[config.mk]
export PLATFORM = sky130hd
export DESIGN_NAME = ep0c_top
export DESIGN_NICKNAME = d
export VERILOG_FILES = /design/src/rtl/ep0c_pkg.sv /design/src/rtl/ep0c_store.sv /design/src/rtl/ep0c_mcu.sv /design/src/rtl/ep0c_proto.sv /design/src/rtl/ep0c_top.sv
export SDC_FILE = /design/constraint.sdc
export NUM_CORES = 1
export LEC_CHECK = 0
export BUFFER_PORTS_ARGS = -buffer_cell sky130_fd_sc_hd__buf_2
export CELL_PAD_IN_SITES_DETAIL_PLACEMENT = 1
export CELL_PAD_IN_SITES_GLOBAL_PLACEMENT = 1
export CORE_ASPECT_RATIO = 0.5
export CORE_MARGIN = 2
export CORE_UTILIZATION = 46
export CTS_CLUSTER_SIZE = 24
export DETAILED_ROUTE_END_ITERATION = 8
export PLACE_DENSITY_LB_ADDON = 0.08
export SYNTH_ARGS = -nofsm -noshare
export SYNTH_HDL_FRONTEND = slang
export SYNTH_SLANG_ARGS = --single-unit
[constraint.sdc]
create_clock -name clk -period 3.12 [get_ports clk]
set_input_delay 0.312 -clock clk [delete_from_list [all_inputs] [get_ports clk]]
set_output_delay 0.312 -clock clk [all_outputs]
set_load 0.02 [all_outputs]
[src/rtl/ep0c_pkg.sv]
package ep0c_pkg;

    localparam int DW = 8;

    typedef enum logic [1:0] {
        TOK_OUT   = 2'd0,
        TOK_IN    = 2'd1,
        TOK_SETUP = 2'd2
    } tok_e;

    typedef enum logic [1:0] {
        HS_ACK   = 2'd0,
        HS_NAK   = 2'd1,
        HS_STALL = 2'd2
    } hs_e;

    typedef enum logic [2:0] {
        ST_IDLE,
        ST_RXACC,
        ST_RXDROP,
        ST_TX,
        ST_WAIT
    } st_e;

    localparam logic [1:0] REG_DATA = 2'd0;
    localparam logic [1:0] REG_CTRL = 2'd1;
    localparam logic [1:0] REG_AUX  = 2'd2;

    typedef struct packed {
        logic          push;
        logic          pop;
        logic          arm;
        logic          drop;
        logic          halt_set;
        logic          halt_clr;
        logic [DW-1:0] wbyte;
    } mcu_cmd_t;

    function automatic logic [DW-1:0] pack_status(logic halt, logic setup,
                                                  logic pend, logic [4:0] cnt);
        return {halt, setup, pend, cnt};
    endfunction

endpackage

[src/rtl/ep0c_store.sv]
module ep0c_store #(
    parameter int DEPTH = 16,
    parameter int DW    = 8,
    localparam int AW   = $clog2(DEPTH)
) (
    input  logic          clk,
    input  logic          we,
    input  logic [AW-1:0] waddr,
    input  logic [DW-1:0] wdata,
    input  logic [AW-1:0] raddr_a,
    output logic [DW-1:0] rdata_a,
    input  logic [AW-1:0] raddr_b,
    output logic [DW-1:0] rdata_b
);
    logic [DW-1:0] mem [DEPTH];

    always_ff @(posedge clk) begin
        if (we) mem[waddr] <= wdata;
    end

    assign rdata_a = mem[raddr_a];
    assign rdata_b = mem[raddr_b];
endmodule

[src/rtl/ep0c_mcu.sv]
module ep0c_mcu
    import ep0c_pkg::*;
#(
    parameter int CW = 5
) (
    input  logic          sel,
    input  logic          we,
    input  logic [1:0]    addr,
    input  logic [DW-1:0] wdata,
    input  logic [CW-1:0] cnt,
    input  logic          pend,
    input  logic          setup,
    input  logic          halt,
    input  logic          armed,
    input  logic          tog,
    input  logic [DW-1:0] rbyte,
    output mcu_cmd_t      cmd,
    output logic [DW-1:0] rdata
);
    logic wr_ctrl;

    assign wr_ctrl = sel && we && (addr == REG_CTRL);

    always_comb begin
        cmd          = '0;
        cmd.wbyte    = wdata;
        cmd.push     = sel && we && (addr == REG_DATA);
        cmd.pop      = sel && !we && (addr == REG_DATA);
        cmd.arm      = wr_ctrl && wdata[0];
        cmd.drop     = wr_ctrl && wdata[1];
        cmd.halt_set = wr_ctrl && wdata[2];
        cmd.halt_clr = wr_ctrl && wdata[3];
    end

    always_comb begin
        case (addr)
            REG_DATA: rdata = rbyte;
            REG_CTRL: rdata = pack_status(halt, setup, pend, 5'(cnt));
            REG_AUX:  rdata = {{(DW-2){1'b0}}, tog, armed};
            default:  rdata = '0;
        endcase
    end
endmodule

[src/rtl/ep0c_proto.sv]
module ep0c_proto
    import ep0c_pkg::*;
#(
    parameter int DEPTH = 16,
    localparam int AW   = $clog2(DEPTH),
    localparam int CW   = $clog2(DEPTH + 1)
) (
    input  logic          clk,
    input  logic          rst,
    input  logic          tok_valid,
    input  logic [1:0]    tok_kind,
    input  logic          rx_valid,
    input  logic [DW-1:0] rx_data,
    input  logic          rx_end,
    input  logic          rx_toggle,
    input  logic          rx_crc_ok,
    input  logic          host_ack,
    input  mcu_cmd_t      cmd,
    output logic          hs_valid,
    output logic [1:0]    hs_code,
    output logic          tx_pkt,
    output logic [CW-1:0] tx_len,
    output logic          tx_toggle,
    output logic          tx_valid,
    output logic [DW-1:0] tx_data,
    output logic          mem_we,
    output logic [AW-1:0] mem_waddr,
    output logic [DW-1:0] mem_wdata,
    output logic [AW-1:0] mem_raddr_mcu,
    output logic [AW-1:0] mem_raddr_tx,
    input  logic [DW-1:0] mem_rdata_tx,
    output logic [CW-1:0] cnt,
    output logic          pend,
    output logic          is_setup,
    output logic          halt,
    output logic          armed,
    output logic          tog
);
    st_e           st;
    tok_e          tk;
    logic          rx_setup;
    logic          ovf;
    logic [CW-1:0] rptr;
    logic [CW-1:0] tidx;
    logic          push_ok;
    logic          pop_ok;
    logic          rx_wr;
    logic          room;

    assign tk      = tok_e'(tok_kind);
    assign room    = cnt < CW'(DEPTH);
    assign push_ok = cmd.push && !armed && !pend && (st != ST_RXACC) && room;
    assign pop_ok  = cmd.pop && pend && (rptr < cnt);
    assign rx_wr   = (st == ST_RXACC) && rx_valid && room;

    assign mem_we        = rx_wr || push_ok;
    assign mem_waddr     = cnt[AW-1:0];
    assign mem_wdata     = rx_wr ? rx_data : cmd.wbyte;
    assign mem_raddr_mcu = rptr[AW-1:0];
    assign mem_raddr_tx  = tidx[AW-1:0];

    always_ff @(posedge clk) begin
        if (rst) begin
            st        <= ST_IDLE;
            tog       <= 1'b0;
            halt      <= 1'b0;
            armed     <= 1'b0;
            pend      <= 1'b0;
            is_setup  <= 1'b0;
            rx_setup  <= 1'b0;
            ovf       <= 1'b0;
            cnt       <= '0;
            rptr      <= '0;
            tidx      <= '0;
            hs_valid  <= 1'b0;
            hs_code   <= HS_ACK;
            tx_pkt    <= 1'b0;
            tx_len    <= '0;
            tx_toggle <= 1'b0;
            tx_valid  <= 1'b0;
            tx_data   <= '0;
        end else begin
            hs_valid <= 1'b0;
            tx_pkt   <= 1'b0;
            tx_valid <= 1'b0;

            // firmware side
            if (push_ok) cnt <= cnt + CW'(1);
            if (pop_ok)  rptr <= rptr + CW'(1);
            if (cmd.arm && !pend && !armed && (st != ST_RXACC)) armed <= 1'b1;
            if (cmd.drop && pend) begin
                pend     <= 1'b0;
                is_setup <= 1'b0;
                cnt      <= '0;
                rptr     <= '0;
            end
            if (cmd.halt_set) halt <= 1'b1;
            if (cmd.halt_clr) halt <= 1'b0;

            // packet side, takes priority
            case (st)
                ST_IDLE, ST_WAIT: begin
                    if (tok_valid) begin
                        case (tk)
                            TOK_SETUP: begin
                                st       <= ST_RXACC;
                                rx_setup <= 1'b1;
                                ovf      <= 1'b0;
                                cnt      <= '0;
                                rptr     <= '0;
                                armed    <= 1'b0;
                                pend     <= 1'b0;
                                is_setup <= 1'b0;
                            end
                            TOK_OUT: begin
                                if (!halt && !armed && !pend && cnt == '0) begin
                                    st       <= ST_RXACC;
                                    rx_setup <= 1'b0;
                                    ovf      <= 1'b0;
                                end else begin
                                    st <= ST_RXDROP;
                                end
                            end
                            TOK_IN: begin
                                if (halt) begin
                                    hs_valid <= 1'b1;
                                    hs_code  <= HS_STALL;
                                    st       <= ST_IDLE;
                                end else if (armed) begin
                                    tx_pkt    <= 1'b1;
                                    tx_len    <= cnt;
                                    tx_toggle <= tog;
                                    tidx      <= '0;
                                    st        <= (cnt == '0) ? ST_WAIT : ST_TX;
                                end else begin
                                    hs_valid <= 1'b1;
                                    hs_code  <= HS_NAK;
                                    st       <= ST_IDLE;
                                end
                            end
                            default: st <= ST_IDLE;
                        endcase
                    end else if (st == ST_WAIT && host_ack) begin
                        tog   <= ~tog;
                        armed <= 1'b0;
                        cnt   <= '0;
                        st    <= ST_IDLE;
                    end
                end
                ST_RXACC: begin
                    if (rx_valid) begin
                        if (room) cnt <= cnt + CW'(1);
                        else      ovf <= 1'b1;
                    end else if (rx_end) begin
                        st <= ST_IDLE;
                        if (!rx_crc_ok || ovf) begin
                            cnt <= '0;
                        end else if (rx_setup) begin
                            hs_valid <= 1'b1;
                            hs_code  <= HS_ACK;
                            pend     <= 1'b1;
                            is_setup <= 1'b1;
                            tog      <= 1'b1;
                            halt     <= 1'b0;
                            rptr     <= '0;
                        end else if (rx_toggle == tog) begin
                            hs_valid <= 1'b1;
                            hs_code  <= HS_ACK;
                            pend     <= 1'b1;
                            tog      <= ~tog;
                            rptr     <= '0;
                        end else begin
                            hs_valid <= 1'b1;
                            hs_code  <= HS_ACK;
                            cnt      <= '0;
                        end
                    end
                end
                ST_RXDROP: begin
                    if (rx_end) begin
                        st <= ST_IDLE;
                        if (rx_crc_ok) begin
                            hs_valid <= 1'b1;
                            hs_code  <= halt ? HS_STALL : HS_NAK;
                        end
                    end
                end
                ST_TX: begin
                    tx_valid <= 1'b1;
                    tx_data  <= mem_rdata_tx;
                    tidx     <= tidx + CW'(1);
                    if (tidx + CW'(1) == cnt) st <= ST_WAIT;
                end
                default: st <= ST_IDLE;
            endcase
        end
    end

    // count never exceeds the buffer size
    p_cnt_bound_r10: assert property (@(posedge clk) disable iff (rst)
        cnt <= CW'(DEPTH));

    // handshake and packet start are exclusive
    p_hs_or_pkt_r6: assert property (@(posedge clk) disable iff (rst)
        !(hs_valid && tx_pkt));

    // halted endpoint stalls an IN
    p_halt_in_r9: assert property (@(posedge clk) disable iff (rst)
        (st == ST_IDLE && tok_valid && tk == TOK_IN && halt)
        |=> (hs_valid && hs_code == HS_STALL && !tx_pkt));

    // unarmed endpoint NAKs an IN
    p_unarmed_in_r5: assert property (@(posedge clk) disable iff (rst)
        (st == ST_IDLE && tok_valid && tk == TOK_IN && !halt && !armed)
        |=> (hs_valid && hs_code == HS_NAK));

    // host acknowledgement flips the sequence bit and disarms
    p_ack_flip_r8: assert property (@(posedge clk) disable iff (rst)
        (st == ST_WAIT && !tok_valid && host_ack)
        |=> (tog != $past(tog) && !armed && cnt == '0));

    // good SETUP sets DATA1, lifts halt, marks pending
    p_setup_done_r2: assert property (@(posedge clk) disable iff (rst)
        (st == ST_RXACC && !rx_valid && rx_end && rx_setup && rx_crc_ok && !ovf)
        |=> (tog && !halt && pend && is_setup && hs_valid && hs_code == HS_ACK));

    // mismatched OUT is acknowledged but dropped
    p_mismatch_r4: assert property (@(posedge clk) disable iff (rst)
        (st == ST_RXACC && !rx_valid && rx_end && !rx_setup && rx_crc_ok && !ovf
         && rx_toggle != tog)
        |=> (!pend && cnt == '0 && $stable(tog) && hs_valid && hs_code == HS_ACK));
endmodule

[src/rtl/ep0c_top.sv]
module ep0c_top
    import ep0c_pkg::*;
#(
    parameter int DEPTH = 16,
    localparam int AW   = $clog2(DEPTH),
    localparam int CW   = $clog2(DEPTH + 1)
) (
    input  logic          clk,
    input  logic          rst,
    input  logic          tok_valid,
    input  logic [1:0]    tok_kind,
    input  logic          rx_valid,
    input  logic [7:0]    rx_data,
    input  logic          rx_end,
    input  logic          rx_toggle,
    input  logic          rx_crc_ok,
    input  logic          host_ack,
    output logic          hs_valid,
    output logic [1:0]    hs_code,
    output logic          tx_pkt,
    output logic [CW-1:0] tx_len,
    output logic          tx_toggle,
    output logic          tx_valid,
    output logic [7:0]    tx_data,
    input  logic          mcu_sel,
    input  logic          mcu_we,
    input  logic [1:0]    mcu_addr,
    input  logic [7:0]    mcu_wdata,
    output logic [7:0]    mcu_rdata
);
    mcu_cmd_t      cmd;
    logic          mem_we;
    logic [AW-1:0] mem_waddr;
    logic [DW-1:0] mem_wdata;
    logic [AW-1:0] raddr_mcu;
    logic [AW-1:0] raddr_tx;
    logic [DW-1:0] rdata_mcu;
    logic [DW-1:0] rdata_tx;
    logic [CW-1:0] cnt;
    logic          pend;
    logic          is_setup;
    logic          halt;
    logic          armed;
    logic          tog;

    ep0c_store #(.DEPTH(DEPTH), .DW(DW)) u_store (
        .clk     (clk),
        .we      (mem_we),
        .waddr   (mem_waddr),
        .wdata   (mem_wdata),
        .raddr_a (raddr_mcu),
        .rdata_a (rdata_mcu),
        .raddr_b (raddr_tx),
        .rdata_b (rdata_tx)
    );

    ep0c_mcu #(.CW(CW)) u_mcu (
        .sel   (mcu_sel),
        .we    (mcu_we),
        .addr  (mcu_addr),
        .wdata (mcu_wdata),
        .cnt   (cnt),
        .pend  (pend),
        .setup (is_setup),
        .halt  (halt),
        .armed (armed),
        .tog   (tog),
        .rbyte (rdata_mcu),
        .cmd   (cmd),
        .rdata (mcu_rdata)
    );

    ep0c_proto #(.DEPTH(DEPTH)) u_proto (
        .clk           (clk),
        .rst           (rst),
        .tok_valid     (tok_valid),
        .tok_kind      (tok_kind),
        .rx_valid      (rx_valid),
        .rx_data       (rx_data),
        .rx_end        (rx_end),
        .rx_toggle     (rx_toggle),
        .rx_crc_ok     (rx_crc_ok),
        .host_ack      (host_ack),
        .cmd           (cmd),
        .hs_valid      (hs_valid),
        .hs_code       (hs_code),
        .tx_pkt        (tx_pkt),
        .tx_len        (tx_len),
        .tx_toggle     (tx_toggle),
        .tx_valid      (tx_valid),
        .tx_data       (tx_data),
        .mem_we        (mem_we),
        .mem_waddr     (mem_waddr),
        .mem_wdata     (mem_wdata),
        .mem_raddr_mcu (raddr_mcu),
        .mem_raddr_tx  (raddr_tx),
        .mem_rdata_tx  (rdata_tx),
        .cnt           (cnt),
        .pend          (pend),
        .is_setup      (is_setup),
        .halt          (halt),
        .armed         (armed),
        .tog           (tog)
    );
endmodule

After elaboration in Yosys (flattened, before gate mapping):

Memory sizes are Yosys's and may differ from the RTL's. A register that Yosys moved wholly into a read port is not among the register bits.
Index checks and enable logic that the tools add are counted.

* register bits: 36
* memory bits (writable): 128
* input bits: 30
* output and inout bits: 27
* logic and storage cells: 218
* memories kept: 1

Memories
* u_store.mem: depth 16, width 8, read ports 2, clocked after Yosys merged registers in 2, write ports 1, line ep0c_store.sv:15 `logic [DW-1:0] mem [DEPTH];`

* add/subtract/negate cells: 3
* magnitude comparators: 2
* equal/unequal tests: 31
* mux-type cells: 110
* bitwise operators: 5
* reduce and logical (&&, ||, !) cells: 49

Operator list (number)
* $mux 5: 24
* $mux 1: 51
* $pmux 5 s2: 3
* $logic_and 1x1->1: 25
* $mux 3: 8
* $pmux 8 s3: 1
* $mux 2: 11
* $ne 2x2->1 const B: 11
* $add 5x1->5 const B: 3
* $ne 3x2->1 const B: 4
* $pmux 1 s2: 6
* $pmux 3 s4: 1
* $reduce_and 5->1: 2
* $pmux 3 s3: 1
* $reduce_and 9->1: 1
* $mux 8: 1
* $ne 2x1->1 const B: 4
* $reduce_and 7->1: 1
* $eq 3x2->1 const B: 2
* $pmux 2 s3: 1
* $reduce_and 6->1: 1
* $reduce_bool 2->1: 3
* $eq 5x5->1: 1
* $logic_not 1->1: 5
* other kinds (21): 29

Longest topological paths before layout:

* depth after elaboration: 14
* mapped depth: 8
* depth with buffers taken out: 7

Hierarchy:

A second synthesis with hierarchy kept.

* cells, all modules: 650
* area total of the unflattened synthesis: 8907.3 µm²

By module, submodules not included
* ep0c_store: instances 1, cells each 291, area an instance 6025.8 µm², seq. area each 3843.7 µm²
* ep0c_proto: instances 1, cells each 324, area an instance 2617.5 µm², seq. area each 880.8 µm²
* ep0c_mcu: instances 1, cells each 35, area an instance 264.0 µm², seq. area each 0.0 µm²

Worst setup path before layout:

No wires, ideal clock.

* path kind: reg-to-reg
* start point: reg u_proto.pend
* end point: mem u_store.mem[0][0] (enable)
* setup time: 0.383 ns
* arrival: 1.803 ns
* required time: 2.737 ns
* slack: 0.934 ns
* stages on the path, launching flop included: 7
* path buffers: 1
* period minus slack after synthesis: 2.186 ns
* cells stage by stage: dfxtp_1 buf_2 nor3b_1 nand3_1 a21oi_1 nand2_1 nor3_1

* cells in the longest elaborated chain, start to end: 7

Ends and longest elaborated chain
* start, declared: line ep0c_proto.sv:33 `output logic pend,`
* start signal, assigned: line ep0c_proto.sv:68 `pend <= 1'b0;`
* start signal, assigned: line ep0c_proto.sv:92 `pend <= 1'b0;`
* start signal, assigned: line ep0c_proto.sv:112 `pend <= 1'b0;`
* $logic_not 1->1: line ep0c_proto.sv:52 `assign push_ok = cmd.push && !armed && !pend && (st != ST_RXACC) && room;`
* $logic_and 1x1->1 (3 in a row): line ep0c_proto.sv:52
* $logic_or 1x1->1: line ep0c_proto.sv:56 `assign mem_we = rx_wr || push_ok;`
* $mux 1: line ep0c_store.sv:18 `if (we) mem[waddr] <= wdata;`
* $mux 1 (not written as such): line ep0c_store.sv:18
* end, declared: line ep0c_store.sv:15

Every way passes these cells.

==> results.toml <==
[floorplanning]
ios = 57
initial_core_util_pct = 46.9
die-area_um2 = 19900
core-area_um2 = 18400
die_w_um = 198
die_h_um = 101
rows = 35

[yosys]
synth_top_family_by_area = "multiplexers"
synthMuxAreaShare_pct = 18.1
yosys_warnings = 0
synthSimpleGateAreaFrac_pct = 10.1
synth-main-ff-cell = "edfxtp_1"
synth_top_area_cell = "edfxtp_1"
synthTopCellsByArea = "edfxtp_1 45%, mux4_2 16%, dfxtp_1 10%, a21oi_1 2.9%, nor2_1 2.0%"
ys_seq_elements = 172
syn_inst = 627
synthAdderAreaFrac_pct = 1.45
synth_compound_area_share_pct = 10.7
syn_area_um2 = 8630
synth_xor_area_share_pct = 1.32
syn_nets = 667
synth_top_area_share_pct = 44.5
syn_area_per_cell_um2 = 13.8
synth_edf_count = 128
yosysUniqueCellTypes = 69
yosysSeqAreaShare_pct = 54.7
async_reset_ff_share_pct = 0

[critical_path]
critPathCaptureType = "primary output"
worstPathArrival_ns = 2.58
crit_path_start_kind = "register"
path_max_fanout = 9
required_ns = 2.81
worstSetupPathType = "register to primary output"

[clocking]
path_clk_slew_ns = 0.07
htreeDepth = 4
cts_buffer_depth = 2
clk_latency_ns = 0.44
cts.sinks = 172
hold_buffers = 0
cts_tree = "done"
root_buffer = "clkbuf_16"
cts_buffers = 17

[sta]
fin_ws_ns = 0.224
finalHoldViolCount = 0
final.period_utilization_pct = 92.8
setup_viol = 0
rsz0062_at_grt = "false"
clock_skew_ns = 0.0129
tns_ns = 0
tightest_slew_ns = 1.04
max_slew_margin_pct = 30.6
fin_crit_ns = 2.90
final_max_slew_viol_count = 0
max_freq_mhz = 345

[global_route]
grt_usage_pct = 26.6
grt_antenna_before_repair = 0
overflow = 0
grt_pass1_wl_um = 37600
grt_max_degree = 26
first_global_vias = 6021

[power_and_ir_drop]
switchingPower_mw = 1.18
leakagePower_nw = 3.34
p_sw_share_pct = 24.3
p_int_mw = 3.69
p_per_area_nw_per_um2 = 493
seq_power_share_pct = 51.2
vdd_drop_max_v = 0.000431
pwr-share-clk_pct = 44.0
p_comb_share_pct = 4.8

[placed_design]
hpwl_um = 17900
io_buffer_count = 56
gp_congestion = 0.863
preCtsSetupSlack_ns = 0.594

[final_layout]
diodes = 0
nets = 741
fin_util_pct = 53.7
syn_to_final_growth_pct = 14.5
drive_gt1_share_pct = 30.8
fill_cells = 1848

[route]
route.detailed.drc = 0
vias_per_cell = 6.20
vias = 5916
finalWirelength_um = 25100
antenna_left = 0
drt_iter0_markers = 469
dr.pass1.iters = 5
detail_route.wl_per_cell_um = 26.3

[run_status]
status = "finished, final reports clean"

[min_path]
min_path_type = "input port to register"

[job]
cap_violations = 0
[flip-flops by register name, summed over array words and instances (netlist names), 2 cells and up]
register         flops
u_proto.cnt          5
u_proto.tx_len       5
u_proto.hs_code      2
u_proto.tidx         5
u_proto.rptr         5
u_store.mem        128
u_proto.tx_data      8
u_proto.st           3
[per-stage QoR]
| stage | hold slack [ns] | total power, mW | area (um2) | cells |
|---|---|---|---|---|
| after CTS | 0.0724 | 4.91 | 9880 | 954 |
| final | 0.0808 | 4.87 | 9880 | 954 |
| after global placement | 0.440 | 2.77 | 9300 | 922 |
| after floorplan | 0.393 | 2.68 | 8630 | 627 |
| after global routing | 0.0867 | 5.02 | 9880 | 954 |
| after detailed placement | 0.448 | 2.78 | 9300 | 922 |
[cell type report]
| cell class | instances | area [um2] | area share (%) |
|---|---|---|---|
| flip-flops and latches | 172 | 4730 | 47.9 |
| repair buffers | 101 | 631 | 6.38 |
| multi-input cells | 397 | 3600 | 36.4 |
| clock buffers | 18 | 429 | 4.34 |
| well taps | 240 | 300 | 3.04 |
| clock inverters | 14 | 146 | 1.48 |
| inverters | 12 | 45.0 | 0.456 |
[synthesized netlist by cell type (7+ instances only)]
master / count
ha_1: 10
mux4_2: 60
o22ai_1: 7
nor2_1: 46
nand3_1: 11
a22oi_1: 22
nand2b_1: 7
nor2b_1: 12
xnor2_1: 11
clkbuf_1: 18
a21oi_1: 50
inv_1: 12
o21ai_0: 10
edfxtp_1: 128
mux2_2: 8
nand2_1: 43
dfxtp_1: 44
a22o_1: 7
a31oi_1: 7
buf_2: 9
[per-layer routing]
metal	GRT usage [%]	share of wire, %	vias up
met2	41.0	45	196
met1	38.0	47	3071
met5	0	0	-
met4	7.40	1.5	0
met3	6.49	6.4	36
li1	-	-	2613
[power by group through the flow]
stage / Combinational (mW) / Sequential [mW] / Clock, mW
2_1_floorplan: 0.146 / 2.54 / 0
3_3_place_gp: 0.227 / 2.55 / 0
3_5_place_dp: 0.231 / 2.55 / 0
4_1_cts: 0.234 / 2.50 / 2.18
5_1_grt: 0.256 / 2.50 / 2.27
6_report: 0.235 / 2.50 / 2.14
[logic make-up after synthesis]
logic type / count (synthesis)
AND/OR/NAND/NOR: 166
adder cells (fa/ha/maj): 10
buffers and inverters: 58
AO/OA/AOI/OAI: 134
flip-flops: 172
multiplexers: 74
XOR/XNOR: 13
[worst paths after layout]
check	start	end	slack, ns	cells past startpoint
setup reg to reg	u_proto.cnt[4]$_SDFF_PP0_	u_proto.rptr[0]$_SDFF_PP0_	0.50	7
setup / recovery	u_proto.rptr[0]$_SDFF_PP0_	mcu_rdata[0]	0.22	8
hold reg to reg	u_proto.tx_toggle$_SDFFE_PP0P_	u_proto.tx_toggle$_SDFFE_PP0P_	0.46	2
hold / removal	mcu_wdata[3]	u_proto.halt$_SDFF_PP0_	0.08	2
[worst max-delay path, cell delays in order, from the launching register on]
cell and delay, ns:
dfxtp_4 0.43, buf_4 0.23, buf_4 0.22, mux4_1 0.56
a22oi_1 0.20, a21oi_1 0.11, a21oi_1 0.14, o21ai_1 0.07
buf_2 0.17
[placed cells by master (no fill, tap or decap), drive strengths merged, types with 8 or more instances in the layout]
cell | Yosys | routed
a22oi | 22 | 22
buf | 26 | 101
nand2 | 43 | 43
nand3 | 11 | 11
a21oi | 51 | 51
xnor2 | 11 | 11
clkbuf | 20 | 18
dfxtp | 44 | 44
edfxtp | 128 | 128
ha | 10 | 10
nor2 | 47 | 47
inv | 12 | 21
mux4 | 64 | 64
o21ai | 15 | 15
mux2 | 8 | 8
nor2b | 12 | 12
[timing repair]
| action | 4_1_cts | 5_1_grt |
|---|---|---|
| setup buffers | 0 | 0 |
| hold endpoints to repair | 0 | 0 |
| setup endpoints to repair | 0 | 2 |
| gates resized for setup | 0 | 1 |
Power figures use the tool's default switching activity.
